`src/rtl/dma_seq_pkg.sv`:
```
`timescale 1ns/1ps
package dma_seq_pkg;
  localparam int RW = 16;

  typedef enum logic [1:0] {PH_IDLE, PH_READ, PH_WRITE} phase_e;

  typedef struct packed {
    logic en;
    logic ie;
    logic word;
    logic dec;
    logic step;
    logic autoreq;
  } chan_ctrl_t;

  localparam logic [2:0] SEL_CTRL = 3'd0;
  localparam logic [2:0] SEL_SRC  = 3'd1;
  localparam logic [2:0] SEL_DST  = 3'd2;
  localparam logic [2:0] SEL_CNT  = 3'd3;
  localparam logic [2:0] SEL_STAT = 3'd4;

  function automatic logic [1:0] step_size(input logic word);
    return word ? 2'd2 : 2'd1;
  endfunction
endpackage

```
`src/rtl/dma_ctrl_regs.sv`:
```
`timescale 1ns/1ps
module dma_ctrl_regs
  import dma_seq_pkg::*;
#(
  parameter int AW = 16,
  parameter int CW = 16
) (
  input  logic          clk,
  input  logic          rst_n,
  input  logic [2:0]    reg_sel,
  input  logic          reg_wr,
  input  logic          reg_rd,
  input  logic [RW-1:0] reg_wdata,
  output logic [RW-1:0] reg_rdata,
  input  logic          xfer_done,
  input  logic          fsm_idle,
  output chan_ctrl_t    ctrl,
  output logic [AW-1:0] src_addr,
  output logic [AW-1:0] dst_addr,
  output logic          chan_active,
  output logic          cnt_zero,
  output logic          irq
);
  chan_ctrl_t    ctrl_q;
  logic          armed_q, master_q, irq_q;
  logic [AW-1:0] src_q, dst_q;
  logic [CW-1:0] cnt_q;

  // named internal events
  logic wr_ctrl, rd_ctrl, wr_stat, last_done, zero_end, hw_clear;

  function automatic logic [AW-1:0] next_src(input logic [AW-1:0] a, input chan_ctrl_t c);
    logic [AW-1:0] amt;
    amt = AW'(step_size(c.word));
    if (!c.step) return a;
    return c.dec ? a - amt : a + amt;
  endfunction

  assign wr_ctrl     = reg_wr && (reg_sel == SEL_CTRL);
  assign rd_ctrl     = reg_rd && (reg_sel == SEL_CTRL);
  assign wr_stat     = reg_wr && (reg_sel == SEL_STAT);
  assign chan_active = ctrl_q.en && master_q;
  assign cnt_zero    = (cnt_q == '0);
  assign last_done   = xfer_done && (cnt_q == CW'(1));
  assign zero_end    = chan_active && cnt_zero && fsm_idle;
  assign hw_clear    = last_done || zero_end;

  always_ff @(posedge clk or negedge rst_n) begin
    if (!rst_n) begin
      armed_q <= 1'b0;
    end else if (wr_ctrl) begin
      armed_q <= 1'b0;
    end else if (rd_ctrl && !ctrl_q.en) begin
      armed_q <= 1'b1;
    end
  end

  always_ff @(posedge clk or negedge rst_n) begin
    if (!rst_n) begin
      ctrl_q <= '0;
    end else begin
      if (wr_ctrl) begin
        ctrl_q.ie      <= reg_wdata[6];
        ctrl_q.word    <= reg_wdata[5];
        ctrl_q.dec     <= reg_wdata[4];
        ctrl_q.step    <= reg_wdata[3];
        ctrl_q.autoreq <= reg_wdata[2];
      end
      if (hw_clear)
        ctrl_q.en <= 1'b0;
      else if (wr_ctrl)
        ctrl_q.en <= reg_wdata[7] && (ctrl_q.en || armed_q);
    end
  end

  always_ff @(posedge clk or negedge rst_n) begin
    if (!rst_n) begin
      master_q <= 1'b0;
      irq_q    <= 1'b0;
    end else begin
      if (wr_stat) master_q <= reg_wdata[0];
      if (hw_clear && ctrl_q.ie)
        irq_q <= 1'b1;
      else if (wr_stat && reg_wdata[1])
        irq_q <= 1'b0;
    end
  end

  always_ff @(posedge clk or negedge rst_n) begin
    if (!rst_n) begin
      src_q <= '0;
      dst_q <= '0;
      cnt_q <= '0;
    end else begin
      if (xfer_done)
        src_q <= next_src(src_q, ctrl_q);
      else if (reg_wr && reg_sel == SEL_SRC)
        src_q <= reg_wdata[AW-1:0];
      if (reg_wr && reg_sel == SEL_DST)
        dst_q <= reg_wdata[AW-1:0];
      if (xfer_done)
        cnt_q <= cnt_q - CW'(1);
      else if (reg_wr && reg_sel == SEL_CNT)
        cnt_q <= reg_wdata[CW-1:0];
    end
  end

  always_comb begin
    case (reg_sel)
      SEL_CTRL: reg_rdata = RW'({ctrl_q, 2'b00});
      SEL_SRC:  reg_rdata = RW'(src_q);
      SEL_DST:  reg_rdata = RW'(dst_q);
      SEL_CNT:  reg_rdata = RW'(cnt_q);
      SEL_STAT: reg_rdata = RW'({irq_q, master_q});
      default:  reg_rdata = '0;
    endcase
  end

  assign ctrl     = ctrl_q;
  assign src_addr = src_q;
  assign dst_addr = dst_q;
  assign irq      = irq_q;

  p_arm_before_set_r3: assert property (@(posedge clk) disable iff (!rst_n)
    $rose(ctrl_q.en) |-> $past(armed_q))
    else $error("R3: enable rose without arming read");

  p_clear_on_last_r6: assert property (@(posedge clk) disable iff (!rst_n)
    last_done |=> !ctrl_q.en)
    else $error("R6: enable not cleared after final transfer");

  p_no_underflow_r6: assert property (@(posedge clk) disable iff (!rst_n)
    xfer_done |-> !cnt_zero)
    else $error("R6: transfer completed with count at zero");

  p_irq_raise_r7: assert property (@(posedge clk) disable iff (!rst_n)
    (hw_clear && ctrl_q.ie) |=> irq_q)
    else $error("R7: interrupt not raised");

  p_irq_hold_r7: assert property (@(posedge clk) disable iff (!rst_n)
    (irq_q && !(wr_stat && reg_wdata[1])) |=> irq_q)
    else $error("R7: interrupt dropped without clear");

  p_step_up_r9: assert property (@(posedge clk) disable iff (!rst_n)
    (xfer_done && ctrl_q.step && !ctrl_q.dec) |=>
      (src_q - $past(src_q)) == ($past(ctrl_q.word) ? AW'(2) : AW'(1)))
    else $error("R9: wrong upward step");

  p_step_down_r9: assert property (@(posedge clk) disable iff (!rst_n)
    (xfer_done && ctrl_q.step && ctrl_q.dec) |=>
      ($past(src_q) - src_q) == ($past(ctrl_q.word) ? AW'(2) : AW'(1)))
    else $error("R9: wrong downward step");

  p_step_fixed_r9: assert property (@(posedge clk) disable iff (!rst_n)
    (xfer_done && !ctrl_q.step) |=> $stable(src_q))
    else $error("R9: fixed source address moved");
endmodule

```
`src/rtl/dma_xfer_fsm.sv`:
```
`timescale 1ns/1ps
module dma_xfer_fsm
  import dma_seq_pkg::*;
#(
  parameter int AW = 16,
  parameter int DW = 16
) (
  input  logic          clk,
  input  logic          rst_n,
  input  logic          chan_active,
  input  logic          cnt_zero,
  input  logic          autoreq,
  input  logic          xfer_req,
  input  logic          word,
  input  logic [AW-1:0] src_addr,
  input  logic [AW-1:0] dst_addr,
  input  logic          bus_rdy,
  input  logic [DW-1:0] bus_rdata,
  output logic          bus_req,
  output logic          bus_we,
  output logic          bus_size,
  output logic [AW-1:0] bus_addr,
  output logic [DW-1:0] bus_wdata,
  output logic          xfer_start,
  output logic          xfer_done,
  output logic          fsm_idle
);
  phase_e        phase_q;
  logic [DW-1:0] hold_q;
  logic          read_end;

  function automatic logic [DW-1:0] size_mask(input logic [DW-1:0] d, input logic w);
    return w ? d : DW'(d[7:0]);
  endfunction

  assign fsm_idle   = (phase_q == PH_IDLE);
  assign xfer_start = fsm_idle && chan_active && !cnt_zero && (autoreq || xfer_req);
  assign read_end   = (phase_q == PH_READ) && bus_rdy;
  assign xfer_done  = (phase_q == PH_WRITE) && bus_rdy;

  always_ff @(posedge clk or negedge rst_n) begin
    if (!rst_n) begin
      phase_q <= PH_IDLE;
      hold_q  <= '0;
    end else begin
      case (phase_q)
        PH_IDLE:  if (xfer_start) phase_q <= PH_READ;
        PH_READ:  if (bus_rdy) begin
                    phase_q <= PH_WRITE;
                    hold_q  <= size_mask(bus_rdata, word);
                  end
        PH_WRITE: if (bus_rdy) phase_q <= PH_IDLE;
        default:  phase_q <= PH_IDLE;
      endcase
    end
  end

  assign bus_req   = !fsm_idle;
  assign bus_we    = (phase_q == PH_WRITE);
  assign bus_size  = word;
  assign bus_addr  = bus_we ? dst_addr : src_addr;
  assign bus_wdata = hold_q;

  p_start_needs_enables_r2: assert property (@(posedge clk) disable iff (!rst_n)
    xfer_start |-> chan_active)
    else $error("R2: transfer started while inactive");

  p_start_needs_request_r4: assert property (@(posedge clk) disable iff (!rst_n)
    (xfer_start && !autoreq) |-> xfer_req)
    else $error("R4: transfer started without request");

  p_hold_until_ready_r5: assert property (@(posedge clk) disable iff (!rst_n)
    (bus_req && !bus_rdy) |=> (bus_req && $stable(bus_addr) && $stable(bus_we)))
    else $error("R5: bus cycle changed before ready");

  p_read_then_write_r5: assert property (@(posedge clk) disable iff (!rst_n)
    read_end |=> (bus_req && bus_we))
    else $error("R5: read not followed by write");
endmodule

```
`src/rtl/dma_chan_seq.sv`:
```
`timescale 1ns/1ps
module dma_chan_seq
  import dma_seq_pkg::*;
#(
  parameter int AW = 16,
  parameter int DW = 16,
  parameter int CW = 16
) (
  input  logic          clk,
  input  logic          rst_n,
  input  logic [2:0]    reg_sel,
  input  logic          reg_wr,
  input  logic          reg_rd,
  input  logic [15:0]   reg_wdata,
  output logic [15:0]   reg_rdata,
  input  logic          xfer_req,
  output logic          bus_req,
  output logic          bus_we,
  output logic          bus_size,
  output logic [AW-1:0] bus_addr,
  output logic [DW-1:0] bus_wdata,
  input  logic [DW-1:0] bus_rdata,
  input  logic          bus_rdy,
  output logic          irq
);
  chan_ctrl_t    ctrl;
  logic [AW-1:0] src_addr, dst_addr;
  logic          chan_active, cnt_zero, xfer_done, xfer_start, fsm_idle;

  dma_ctrl_regs #(.AW(AW), .CW(CW)) u_regs (
    .clk         (clk),
    .rst_n       (rst_n),
    .reg_sel     (reg_sel),
    .reg_wr      (reg_wr),
    .reg_rd      (reg_rd),
    .reg_wdata   (reg_wdata),
    .reg_rdata   (reg_rdata),
    .xfer_done   (xfer_done),
    .fsm_idle    (fsm_idle),
    .ctrl        (ctrl),
    .src_addr    (src_addr),
    .dst_addr    (dst_addr),
    .chan_active (chan_active),
    .cnt_zero    (cnt_zero),
    .irq         (irq)
  );

  dma_xfer_fsm #(.AW(AW), .DW(DW)) u_fsm (
    .clk         (clk),
    .rst_n       (rst_n),
    .chan_active (chan_active),
    .cnt_zero    (cnt_zero),
    .autoreq     (ctrl.autoreq),
    .xfer_req    (xfer_req),
    .word        (ctrl.word),
    .src_addr    (src_addr),
    .dst_addr    (dst_addr),
    .bus_rdy     (bus_rdy),
    .bus_rdata   (bus_rdata),
    .bus_req     (bus_req),
    .bus_we      (bus_we),
    .bus_size    (bus_size),
    .bus_addr    (bus_addr),
    .bus_wdata   (bus_wdata),
    .xfer_start  (xfer_start),
    .xfer_done   (xfer_done),
    .fsm_idle    (fsm_idle)
  );

  p_no_bus_in_reset_r1: assert property (@(posedge clk) disable iff (!rst_n)
    $rose(rst_n) |-> !bus_req)
    else $error("R1: bus request out of reset");

  p_off_no_cycle_r10: assert property (@(posedge clk) disable iff (!rst_n)
    (!ctrl.en && fsm_idle) |=> !bus_req)
    else $error("R10: bus cycle while disabled");
endmodule

```
`config.mk`:
```
export PLATFORM = sky130hd
export DESIGN_NAME = dma_chan_seq
export DESIGN_NICKNAME = d
export VERILOG_FILES = /design/src/rtl/dma_seq_pkg.sv /design/src/rtl/dma_ctrl_regs.sv /design/src/rtl/dma_xfer_fsm.sv /design/src/rtl/dma_chan_seq.sv
export SDC_FILE = /design/constraint.sdc
export NUM_CORES = 1
export LEC_CHECK = 0
export CORE_ASPECT_RATIO = 2
export CORE_MARGIN = 2
export CORE_UTILIZATION = 53
export CTS_CLUSTER_DIAMETER = 200
export DETAILED_ROUTE_END_ITERATION = 12
export PLACE_DENSITY = 0.81
export SLEW_MARGIN = 40
export SYNTH_ARGS = -nofsm -noshare
export SYNTH_HDL_FRONTEND = slang
export SYNTH_HIERARCHICAL = 1
export SYNTH_SLANG_ARGS = --single-unit
export TNS_END_PERCENT = 1
```
`constraint.sdc`:
```
create_clock -name clk -period 2.79 [get_ports clk]
set_input_delay 0.6975 -clock clk [delete_from_list [all_inputs] [get_ports clk]]
set_output_delay 0.6975 -clock clk [all_outputs]
set_load 0.005 [all_outputs]
```
# ---- Yosys cells after proc, flatten, opt, wreduce, memory -nomap -nowiden
# Index checks and enable logic that the tools add are counted.
dict set report op_classes {
  eq_ne 11
  reduce_logical 35
  muxes 22
  n_addsub 3
}
# operator count
set ops {}
lappend ops {{$mux W16} 8}
lappend ops {{$pmux W16 S5} 1}
lappend ops {{$logic_and A1 B1 Y1} 18}
lappend ops {{$add A16 B2 Y16} 1}
lappend ops {{$eq A16 B1 Y1 const B} 1}
lappend ops {{$logic_not A16 Y1} 1}
lappend ops {{$sub A16 B1 Y16 const B} 1}
lappend ops {{$sub A16 B2 Y16} 1}
lappend ops {{$reduce_bool A2 Y1} 5}
lappend ops {{$mux W1} 8}
lappend ops {{$mux W2} 4}
lappend ops {{$eq A3 B2 Y1 const B} 2}
lappend ops {{$pmux W2 S3} 1}
lappend ops {{$ne A2 B2 Y1 const B} 2}
lappend ops {{$reduce_and A2 Y1} 2}
lappend ops {{$eq A3 B1 Y1 const B} 1}
lappend ops {{$eq A3 B3 Y1 const B} 1}
lappend ops {{$logic_not A1 Y1} 3}
lappend ops {{$logic_not A3 Y1} 1}
lappend ops {{$logic_or A1 B1 Y1} 3}
lappend ops {{$ne A3 B3 Y1 const B} 1}
lappend ops {{$reduce_and A3 Y1} 1}
lappend ops {{$eq A2 B1 Y1 const B} 1}
lappend ops {{$eq A2 B2 Y1 const B} 1}
lappend ops {{2 further kinds} 2}
dict set report word_totals {
  input_bits 41
  output_inout_bits 52
  regBits 75
  elab_cells 85
}

# ---- Depth between registers and ports, before layout
dict set report logic_depth {
  ltp_word 6
  depth_mapped 10
  depth_no_buf 10
}

# ---- Cells and area by module
# Netlist, hierarchy kept.
# mod seq_area_each_um2 n_inst area_per_inst_um2 cells_per_inst
set modules_own_cells {}
lappend modules_own_cells {dma_ctrl_regs 1426.4 1 3995.1 443}
lappend modules_own_cells {dma_xfer_fsm 450.4 1 1022.2 84}

# ---- Worst setup path after synthesis
# No wires, ideal clock.
dict set report synth_timing {
  kind {input-to-output}
  from {input reg_sel[0]}
  to {output reg_rdata[0]}
  stages 5
  arrival_ps 1835
  setup_slack_ps 257
  n_path_buf 2
  required_time_ps 2092
  cell_sequence {buf_2 buf_1 mux2_2 a22oi_1 o21ai_0}
}
dict set report synth_between {
  elab_chain_len 2
  word_cells_on_any_way 6
  cone_classes {eq/ne: 4; mux: 1; reduce/logical: 1}
}
# item line
set synth_rtl {}
lappend synth_rtl {{start, declared} dma_chan_seq.sv:11} ;# input logic [2:0] reg_sel,
lappend synth_rtl {{$eq A3 B3 Y1 (tied with other cells)} dma_ctrl_regs.sv:109} ;# case (reg_sel)
lappend synth_rtl {{$pmux W16 S5 (*)} dma_ctrl_regs.sv:109}
lappend synth_rtl {{end, declared} dma_chan_seq.sv:15} ;# output logic [15:0] reg_rdata,
# Mark *: on every way between the ends. The rest lies on a longest branch, timed or not.

# ---- Worst setup path in the final report
dict set report layout_timing {
  from {input reg_sel[0]}
  to {output reg_rdata[4]}
}
# Same word-level chain as after synthesis.

==> impl_metrics.csv <==
group,metric,value,unit
outcome,status,"finished clean",
final_layout,synthToLayoutAreaGrowth,33.9,%
floorplanning,initial_core_util,0.541,
final_layout,nNetsFinal,703,
sta,finalCritPeriodShare,0.991,
global_route,grt_pass1_vias,4857,
placement,hpwlAfterDp,11.1,mm
final_layout,final_area,6710,sq um
detailed_routing,final_antenna_net_count,0,
setup_path,start_kind,"primary input",
final_layout,antenna_cells,0,
detailed_routing,drc,0,
synthesis,syn_inst,526,
synthesis,syn_nets,586,
clocking,ctsHtreeMaxLevel,3,
detailed_routing,num_vias,4731,
global_route,grt_first_pass_wirelength,23.8,mm
placement,dpl_cell_area,6260,sq um
global_route,grt_max_degree,48,
setup_path,path_cells,"buf_2 -> buf_12 -> mux4_2 -> nor2b_1 -> clkdlybuf4s50_1",
min_path,hold_path.class,"primary input to async pin",
final_layout,final_util,0.725,
clocking,cts_root_buf,"clkbuf_16",
detailed_routing,dr.pass1.iters,7,
placement,io_buffers,92,
global_route,globalRoute.totalOverflow,0,
clocking,cts.path.max_buffers,2,
placement,place_congestion,0.945,
floorplanning,die_area,10300,sq um
clocking,numCtsBuffers,9,
detailed_routing,routed_wl,15.0,mm
power_and_ir_drop,ir_drop,554,uV
power_and_ir_drop,cellLeakagePower,3.07,nW
sta,worst_pin_slew,0.661,ns
final_layout,n_fill_cell,657,
synthesis,ys_warn_count,6,
run,cap_viol_max_count,0,
clocking,worstSkewPairLatency,0.34,ns
global_route,track_usage,0.304,
synthesis,synth_area_per_cell,9.53,sq um
power_and_ir_drop,p_per_area,975,nW/um^2
sta,finalHoldViolations,0,
clocking,cts_hold_buf,0,
sta,fin_skew,0.00636,ns
sta,setup_viol,0,
setup_path,arrival,2.07,ns
sta,drv_slew,0,
floorplanning,ios,93,
detailed_routing,wl_per_cell,20.0,um
floorplanning,core,9260,sq um
floorplanning,rows,50,
synthesis,synth_area,5010,sq um
clocking,cts_tree,"done",
sta,layout_min_cycle_time,2.76,ns
setup_path,crit_type,"primary input to output pin",
detailed_routing,drt_iter0_markers,471,
setup_path,r2r_slack,0.26,ns
global_route,antenna_found_initial,0,
setup_path,rr_endpoint,"u_regs/src_addr[14]",
setup_path,cp_max_fo,8,
sta,relSlewSlack,0.557,
setup_path,crit_path_max_incr_delay,0.49,ns
sta,fmax,362,MHz
setup_path,cp-end-kind,"output pin",
final_layout,drive_gt1_frac,0.210,
setup_path,cp.required,2.09,ns
floorplanning,die_x,72.8,um
final_layout,multi_input_area,2940,sq um
detailed_routing,via_per_inst,6.29,
clocking,clock_sinks,75,
setup_path,cp_slowest_cell,"mux4_2",
clocking,clk_pin_slew_worst_paths,0.06,ns
final_layout,seq_area,1880,sq um
setup_path,timing.rr.start,"u_regs/ctrl[2]",
sta,rsz0062_at_grt,"false",
floorplanning,dieHeight,142,um
setup_path,reg2reg_depth,7,
-- through the flow --
step	total power [mW]	TNS, ns	worst slack (ns)	hold WS (ns)	std cells
final	6.54	0	0.0262	0.379	752
after global routing	6.93	0	0.00449	0.408	752
after CTS	6.52	-0.0459	-0.0459	0.399	752
after detailed placement	5.16	-5.53	-0.424	0.493	730
after global placement	4.99	-5.22	-0.414	0.482	730
after floorplan	3.81	0	0.257	0.402	526
-- critical path: cells and delay by family --
family                 cells  cell delay, ns
multiplexers               1            0.49
buffers and inverters      3            0.73
AND/OR/NAND/NOR            1            0.15
-- registers in the layout (all words and copies together) (netlist names) --
signal	flops
u_regs/ctrl	6
u_regs/src_addr	16
u_fsm/bus_wdata	16
u_regs/irq	1
u_regs/dst_addr	16
u_regs/cnt_q	16
u_fsm/phase_q	2
u_regs/master_q	1
u_regs/armed_q	1
-- final cells by class --
class | count | area share
clock inverters | 7 | 0.0173
well taps | 104 | 0.0194
repair buffers | 131 | 0.199
flip-flops and latches | 75 | 0.280
multi-input cells | 402 | 0.437
inverters | 24 | 0.0134
clock buffers | 9 | 0.0336
-- per-layer routing --
layer  GRT usage  part of all wire
met1       0.316              0.34
met2       0.555              0.55
met3      0.0533             0.059
met4       0.164             0.054
met5           0                 0
-- how the worst max path moves through the flow --
stage / startpoint / end / slack (ns) / cells after the start
final: reg_sel[0] / reg_rdata[4] / 0.03 / 5
after global routing: reg_sel[0] / reg_rdata[4] / 0.004 / 5
after CTS: reg_sel[0] / reg_rdata[12] / -0.05 / 6
after detailed placement: reg_sel[0] / reg_rdata[5] / -0.42 / 5
after global placement: reg_sel[0] / reg_rdata[5] / -0.41 / 5
after floorplan: reg_sel[0] / reg_rdata[0] / 0.26 / 5
-- cell usage in the layout, fill, tap and decap left out, types with 8 or more instances in the layout --
cell              n
nand2_1          55
dlygate4sd2_1     9
nand3_1          10
a21oi_1          35
inv_1            23
nor2b_1          13
clkbuf_16         9
o21ai_0          31
nor2_1           45
mux2i_1          13
mux2_2           49
buf_4            31
clkdlybuf4s50_1  75
o21a_1            8
ha_1             18
dfrtp_1          75
-- report_power, final --
part | switching (mW) | total [mW] | internal [mW]
logic | 1.46 | 3.22 | 1.76
clock network | 0.451 | 1.32 | 0.871
registers | 0.493 | 2.00 | 1.51
total | 2.40 | 6.54 | 4.14
-- timing repair --
item | CTS | global route
pin swaps | 0 | 1
buffers inserted | 4 | 0
gates resized for setup | 20 | 6
gates cloned | 2 | 0
endpoints found under the setup margin | 16 | 6
endpoints found under the hold margin | 0 | 0
Power figures use the tool's default switching activity.
